### src/rtl/coh_pkg.sv
package coh_pkg;
  typedef enum logic [1:0] {ST_I = 2'b00, ST_S = 2'b01, ST_E = 2'b10, ST_M = 2'b11} mesi_e;
  typedef enum logic [1:0] {SN_CLEAN = 2'b00, SN_FLUSH = 2'b01, SN_KILL = 2'b10, SN_IKILL = 2'b11} snoop_e;

  // state a data line takes after a hitting data-side snoop
  function automatic mesi_e data_next(snoop_e k, mesi_e s);
    case (k)
      SN_CLEAN: return (s == ST_I) ? ST_I : ST_S;
      SN_FLUSH, SN_KILL: return ST_I;
      default: return s;
    endcase
  endfunction

  // dirty data leaves only for clean and flush
  function automatic logic wants_wb(snoop_e k, mesi_e s);
    return (s == ST_M) && (k == SN_CLEAN || k == SN_FLUSH);
  endfunction
endpackage

### src/rtl/coh_dside_array.sv
module coh_dside_array #(
  parameter int IDX_W = 3,
  parameter int TAG_W = 9
) (
  input  logic                 clk,
  input  logic                 rst_n,
  input  logic [IDX_W-1:0]     ra_idx,
  output logic [TAG_W-1:0]     ra_tag,
  output coh_pkg::mesi_e       ra_st,
  input  logic [IDX_W-1:0]     rb_idx,
  output logic [TAG_W-1:0]     rb_tag,
  output coh_pkg::mesi_e       rb_st,
  input  logic                 fill_en,
  input  logic [IDX_W-1:0]     fill_idx,
  input  logic [TAG_W-1:0]     fill_tag,
  input  coh_pkg::mesi_e       fill_st,
  input  logic                 upd_en,
  input  logic [IDX_W-1:0]     upd_idx,
  input  coh_pkg::mesi_e       upd_st
);
  import coh_pkg::*;
  localparam int LINES = 1 << IDX_W;

  logic [TAG_W-1:0] tags [LINES];
  mesi_e            sts  [LINES];

  assign ra_tag = tags[ra_idx];
  assign ra_st  = sts[ra_idx];
  assign rb_tag = tags[rb_idx];
  assign rb_st  = sts[rb_idx];

  always_ff @(posedge clk) begin
    if (!rst_n) begin
      for (int i = 0; i < LINES; i++) begin
        tags[i] <= '0;
        sts[i]  <= ST_I;
      end
    end else begin
      if (fill_en) begin
        tags[fill_idx] <= fill_tag;
        sts[fill_idx]  <= fill_st;
      end
      if (upd_en) sts[upd_idx] <= upd_st;
    end
  end
endmodule

### src/rtl/coh_iside_array.sv
module coh_iside_array #(
  parameter int IDX_W = 3,
  parameter int TAG_W = 9
) (
  input  logic             clk,
  input  logic             rst_n,
  input  logic [IDX_W-1:0] ra_idx,
  output logic [TAG_W-1:0] ra_tag,
  input  logic [IDX_W-1:0] rb_idx,
  output logic [TAG_W-1:0] rb_tag,
  output logic             rb_vld,
  input  logic             fill_en,
  input  logic [IDX_W-1:0] fill_idx,
  input  logic [TAG_W-1:0] fill_tag,
  input  logic             clr_en,
  input  logic [IDX_W-1:0] clr_idx
);
  localparam int LINES = 1 << IDX_W;

  logic [TAG_W-1:0] tags [LINES];
  logic [LINES-1:0] vld;

  assign ra_tag = tags[ra_idx];
  assign rb_tag = tags[rb_idx];
  assign rb_vld = vld[rb_idx];

  always_ff @(posedge clk) begin
    if (!rst_n) begin
      vld <= '0;
      for (int i = 0; i < LINES; i++) tags[i] <= '0;
    end else begin
      if (fill_en) begin
        tags[fill_idx] <= fill_tag;
        vld[fill_idx]  <= 1'b1;
      end
      if (clr_en) vld[clr_idx] <= 1'b0;
    end
  end
endmodule

### src/rtl/coh_wb_tracker.sv
module coh_wb_tracker #(
  parameter int ADDR_W = 16,
  parameter int IDX_W  = 3
) (
  input  logic              clk,
  input  logic              rst_n,
  input  logic              start,
  input  logic [ADDR_W-1:0] start_addr,
  input  logic [IDX_W-1:0]  start_idx,
  input  coh_pkg::mesi_e    start_final,
  input  logic              ack,
  output logic              pend,
  output logic              done,
  output logic [IDX_W-1:0]  pend_idx,
  output coh_pkg::mesi_e    pend_final,
  output logic [ADDR_W-1:0] pend_addr
);
  import coh_pkg::*;

  assign done = pend && ack;

  always_ff @(posedge clk) begin
    if (!rst_n) begin
      pend       <= 1'b0;
      pend_idx   <= '0;
      pend_final <= ST_I;
      pend_addr  <= '0;
    end else if (start) begin
      pend       <= 1'b1;
      pend_idx   <= start_idx;
      pend_final <= start_final;
      pend_addr  <= start_addr;
    end else if (done) begin
      pend <= 1'b0;
    end
  end
endmodule

### src/rtl/snoop_coherency_ctrl.sv
module snoop_coherency_ctrl #(
  parameter int ADDR_W = 16,
  parameter int IDX_W  = 3,
  parameter int OFF_W  = 4
) (
  input  logic              clk,
  input  logic              rst_n,
  input  logic              snp_valid,
  output logic              snp_ready,
  input  logic [ADDR_W-1:0] snp_addr,
  input  logic              snp_global,
  input  logic [1:0]        snp_kind,
  input  logic              fill_valid,
  output logic              fill_ready,
  input  logic [ADDR_W-1:0] fill_addr,
  input  logic              fill_iside,
  input  logic [1:0]        fill_state,
  output logic              wb_req,
  output logic [ADDR_W-1:0] wb_addr,
  input  logic              wb_ack,
  input  logic [ADDR_W-1:0] look_addr,
  output logic [1:0]        look_dstate,
  output logic              look_ivalid
);
  import coh_pkg::*;
  localparam int TAG_W = ADDR_W - IDX_W - OFF_W;

  // address fields
  logic [IDX_W-1:0] s_idx, f_idx, l_idx;
  logic [TAG_W-1:0] s_tag, f_tag, l_tag;
  assign s_idx = snp_addr[OFF_W +: IDX_W];
  assign s_tag = snp_addr[ADDR_W-1 -: TAG_W];
  assign f_idx = fill_addr[OFF_W +: IDX_W];
  assign f_tag = fill_addr[ADDR_W-1 -: TAG_W];
  assign l_idx = look_addr[OFF_W +: IDX_W];
  assign l_tag = look_addr[ADDR_W-1 -: TAG_W];

  snoop_e kind;
  assign kind = snoop_e'(snp_kind);

  // named internal events
  logic snp_fire, snp_act, d_hit, i_match, wb_start, upd_en, iclr_en, fill_fire;
  logic wb_pend, wb_done;
  logic [IDX_W-1:0] pend_idx, upd_idx;
  mesi_e pend_final, upd_st, d_st_s, d_st_l;
  logic [TAG_W-1:0] d_tag_s, d_tag_l, i_tag_s, i_tag_l;
  logic i_vld_l;

  assign snp_ready = !wb_pend;
  assign snp_fire  = snp_valid && snp_ready;
  assign snp_act   = snp_fire && snp_global;
  assign d_hit     = (d_tag_s == s_tag) && (d_st_s != ST_I);
  assign i_match   = (i_tag_s == s_tag);

  assign wb_start = snp_act && (kind != SN_IKILL) && d_hit && wants_wb(kind, d_st_s);
  assign iclr_en  = snp_act && (kind == SN_IKILL) && i_match;

  logic snp_dwr;
  assign snp_dwr = snp_act && (kind != SN_IKILL) && d_hit && !wb_start;
  assign upd_en  = snp_dwr || wb_done;
  assign upd_idx = wb_done ? pend_idx : s_idx;
  assign upd_st  = wb_done ? pend_final : data_next(kind, d_st_s);

  // snoop wins over a fill to the same index; pending write-back index is locked
  assign fill_ready = !((snp_fire && f_idx == s_idx) || (wb_pend && f_idx == pend_idx));
  assign fill_fire  = fill_valid && fill_ready;

  logic [ADDR_W-1:0] line_addr;
  assign line_addr = {snp_addr[ADDR_W-1:OFF_W], {OFF_W{1'b0}}};

  coh_dside_array #(.IDX_W(IDX_W), .TAG_W(TAG_W)) u_dside (
    .clk(clk), .rst_n(rst_n),
    .ra_idx(s_idx), .ra_tag(d_tag_s), .ra_st(d_st_s),
    .rb_idx(l_idx), .rb_tag(d_tag_l), .rb_st(d_st_l),
    .fill_en(fill_fire && !fill_iside), .fill_idx(f_idx), .fill_tag(f_tag),
    .fill_st(mesi_e'(fill_state)),
    .upd_en(upd_en), .upd_idx(upd_idx), .upd_st(upd_st)
  );

  coh_iside_array #(.IDX_W(IDX_W), .TAG_W(TAG_W)) u_iside (
    .clk(clk), .rst_n(rst_n),
    .ra_idx(s_idx), .ra_tag(i_tag_s),
    .rb_idx(l_idx), .rb_tag(i_tag_l), .rb_vld(i_vld_l),
    .fill_en(fill_fire && fill_iside), .fill_idx(f_idx), .fill_tag(f_tag),
    .clr_en(iclr_en), .clr_idx(s_idx)
  );

  coh_wb_tracker #(.ADDR_W(ADDR_W), .IDX_W(IDX_W)) u_wb (
    .clk(clk), .rst_n(rst_n),
    .start(wb_start), .start_addr(line_addr), .start_idx(s_idx),
    .start_final(data_next(kind, d_st_s)), .ack(wb_ack),
    .pend(wb_pend), .done(wb_done), .pend_idx(pend_idx),
    .pend_final(pend_final), .pend_addr(wb_addr)
  );

  assign wb_req      = wb_pend;
  assign look_dstate = (d_tag_l == l_tag) ? d_st_l : ST_I;
  assign look_ivalid = i_vld_l && (i_tag_l == l_tag);
endmodule

### config.mk
export PLATFORM = sky130hd
export DESIGN_NAME = snoop_coherency_ctrl
export DESIGN_NICKNAME = d
export VERILOG_FILES = /design/src/rtl/coh_pkg.sv /design/src/rtl/coh_dside_array.sv /design/src/rtl/coh_iside_array.sv /design/src/rtl/coh_wb_tracker.sv /design/src/rtl/snoop_coherency_ctrl.sv
export SDC_FILE = /design/constraint.sdc
export NUM_CORES = 1
export LEC_CHECK = 0
export ABC_AREA = 1
export BUFFER_PORTS_ARGS = -buffer_cell sky130_fd_sc_hd__buf_2
export CORE_MARGIN = 3
export CORE_UTILIZATION = 61
export CTS_CLUSTER_SIZE = 28
export DETAILED_ROUTE_END_ITERATION = 6
export PLACE_DENSITY_LB_ADDON = 0.15
export SYNTH_ARGS = -nofsm -noshare
export SYNTH_HDL_FRONTEND = slang
export SYNTH_SLANG_ARGS = --single-unit
### constraint.sdc
create_clock -name clk -period 3.12 [get_ports clk]
set_input_delay 0.468 -clock clk [delete_from_list [all_inputs] [get_ports clk]]
set_output_delay 0.468 -clock clk [all_outputs]
set_load 0.05 [all_outputs]
==> results.yml <==
run:
  drv_cap: 0
hold_path:
  worstHoldPathCells: 3
  worstHoldStart: "wb_ack"
  min_to: "u_wb.pend"
  holdCritPathClass: "input pin to register"
routing:
  ant_nets: 0
  num_vias: 10230
  avgRoutedWirePerCell_um: 20.13
  wl_um: 34740
  first_iter_violations: 1652
  via_per_inst: 5.926
  drc: 0
  dr.pass1.iters: 6
worst_setup_path:
  crit_path_max_fanout: 77
  required_ns: 2.65
  path_delay_family: "simple AND/OR/NAND/NOR gates"
  slowest_stage: "buf_12"
  cp_data_arrival_time_ns: 2.44
  r2r_slack_ns: 0.74
  r2r-start: "u_wb.pend_idx[0]"
  cp-end-kind: "output pin"
  max_stage_delay_ns: 0.30
  critPathKind: "input pin to output pin"
  path_buf_inv: 3
  worst-r2r-cell-count: 8
  r2r_end: "u_dside.tags[6][4]"
  critPathLaunchType: "input pin"
  crit_path_cell_trace: "buf_2 -> buf_12 -> a21oi_1 -> o21ai_0 -> nand3_1 -> and2_1 -> nand2_1 -> nand2_1 -> nor2_1 -> nand4_1 -> nor3b_2 -> buf_2"
synthesis:
  yosys.area.top_type: "edfxtp_1"
  synth_cell_types: 39
  netlist_instances: 1443
  synth_top_area_share_pct: 44.28
  seq_area_frac_synth_pct: 48.52
  synthTopCellsByArea: "edfxtp_1 (44%), nand2_1 (13%), nor2_1 (8.2%)"
  synth_ff_type: "edfxtp_1"
  synth-seq-cells: 183
  synth_area_per_cell_um2: 7.520
  synth_edf_count: 160
  yosys_warnings: 0
  netlist_area_um2: 10850
  synthArstFlopShare_pct: 0
global_routing:
  track_usage_pct: 35.89
  gr-total-overflow: 0
  grt_max_degree: 78
  grt_pass1_wl_um: 53240
  use_met2_pct: 54.17
  grt.busiest_layer: "met2"
  use_met1_pct: 50.56
  grt_pass1_vias: 9431
  grtUsageMet3_pct: 8.797
  antenna_found_initial: 1
final_layout:
  drive_gt1_share_pct: 10.79
  final_core_util_pct: 69.35
  regArea_um2: 5265
  diodes: 0
  fillers: 1453
  syn2layout_area_growth_pct: 10.92
  multiInputGateArea_um2: 4539
  layout.nets: 1547
clock_tree:
  root_buffer: "clkbuf_16"
  clock_latency_ns: 0.44
  cts_tree: "done"
  clk_pin_slew_ns: 0.07
  cts_resized: 0
  htree_levels: 4
  hold_buffers: 0
  clock_sinks: 183
  postCtsSetupBuffers: 0
  numCtsBuffers: 17
  clockBufferDepth: 2
die:
  die-area_um2: 19430
  fp-row-count: 48
  ios: 81
  floorplan.initialDensity_pct: 62.52
  die_x_um: 139.4
  die_y_um: 139.4
  core_area_um2: 17360
pwr:
  seqPwrFrac_pct: 49.2
  p_clk_share_pct: 37.0
  leakagePower_nw: 5.588
  swShare_pct: 27.93
  power_frac_comb_pct: 13.8
  ir_worst_vdd_uv: 396.2
  p_int_mw: 4.041
  powerDensity_nw_per_um2: 465.8
  p_total_mw: 5.607
  p_sw_mw: 1.566
place:
  place_hpwl_um: 23580
  port_buffers: 64
  globalplace.congestion: 0.9514
  pre_cts_slack_ns: 0.2638
sta:
  worst_clock_skew_ns: 0.01027
  finalHoldViolCount: 0
  fin_crit_sh_pct: 93.08
  period_needed_ns: 2.904
  worst_slack_ns: 0.2158
  tightest_slew_ns: 0.8403
  slew_violations: 0
  grt_setup_unrepaired: "no"
  fmax_mhz: 344.3
  setup_tns_ns: 0
  slew_headroom_pct: 43.92
  setup_viol: 0
outcome:
  outcome: "complete, no violations"
## area by class of cell
cell class | count | area share (%)
Inverter | 174 | 5.426
Clock buffer | 20 | 3.628
Sequential cell | 183 | 43.74
Multi-Input combinational cell | 1003 | 37.71
Timing Repair Buffer | 109 | 6.299
Tap cell | 225 | 2.339
Clock inverter | 12 | 0.8524
## logic make-up after synthesis
family | synth area share, %
AND/OR/NAND/NOR | 27.45
buffers and inverters | 9.950
AO/OA/AOI/OAI | 12.35
flip-flops | 48.52
XOR/XNOR | 1.695
other | 0.03456
## through the flow
stage	area [um2]	instances	hold slack [ns]
after floorplan	10880	1446	0.4174
after global placement	11500	1694	0.4272
after detailed placement	11500	1694	0.4385
after CTS	12040	1726	0.2937
after global routing	12040	1726	0.3203
final	12040	1726	0.3054
## placed cells by master (no fill, tap or decap), types with 20 or more instances in the layout
cell	n
buf_4	37
a21oi_1	95
nand4_1	20
o21ai_0	119
inv_1	170
buf_2	64
nand3_1	68
dfxtp_1	23
nor2_1	236
edfxtp_1	160
nand2_1	371
## metal layers
layer | up-vias | wire length [um]
li1 | 4762 | -
met1 | 4624 | 13540
met2 | 735 | 15180
met3 | 108 | 4628
met4 | 0 | 1393
met5 | - | 0
## power by group through the flow
stage / clock network [mW] / logic, mW / registers [mW]
after CTS: 2.06 / 0.751 / 2.76
after global placement: 0 / 0.737 / 2.81
after global routing: 2.16 / 0.840 / 2.76
final: 2.07 / 0.775 / 2.76
after floorplan: 0 / 0.484 / 2.80
after detailed placement: 0 / 0.745 / 2.81
## worst max-delay path by stage
stage	slack, ns	cells after the start	from	endpoint
finish	0.22	12	look_addr[4]	look_dstate[0]
floorplan	0.09	9	u_wb.pend	u_dside.tags[0][0]
global route	0.12	12	look_addr[4]	look_dstate[0]
detailed placement	0.26	16	snp_addr[6]	u_dside.sts[3][0]
CTS	0.28	12	look_addr[4]	look_dstate[0]
global placement	0.28	12	look_addr[4]	look_dstate[0]
## tightest hold or removal path, delay by kind of cell
kind	cells	cell delay, ns
simple gates	1	0.10
buf+inv	1	0.08
compound gates	1	0.05
## Yosys cell counts (all sizes together) (3+ instances only)
master,n
edfxtp,160
o2bb2ai,4
xor2,14
nand3,68
or2,4
nand2,380
inv,173
dfxtp,23
o221ai,3
nand4,20
o22ai,9
a21oi,95
clkbuf,47
o21ai,121
o211ai,9
nor3,11
xnor2,7
buf,39
nor2,242
## state kept, by name (all words and copies together), names as in the netlist
name,flops
u_wb.pend_final,2
u_iside.tags,72
u_wb.pend,1
u_dside.sts,16
u_wb.pend_idx,2
u_dside.tags,72
u_iside.vld,8
u_wb.pend_addr,10
(Power assumes the default switching activity.)
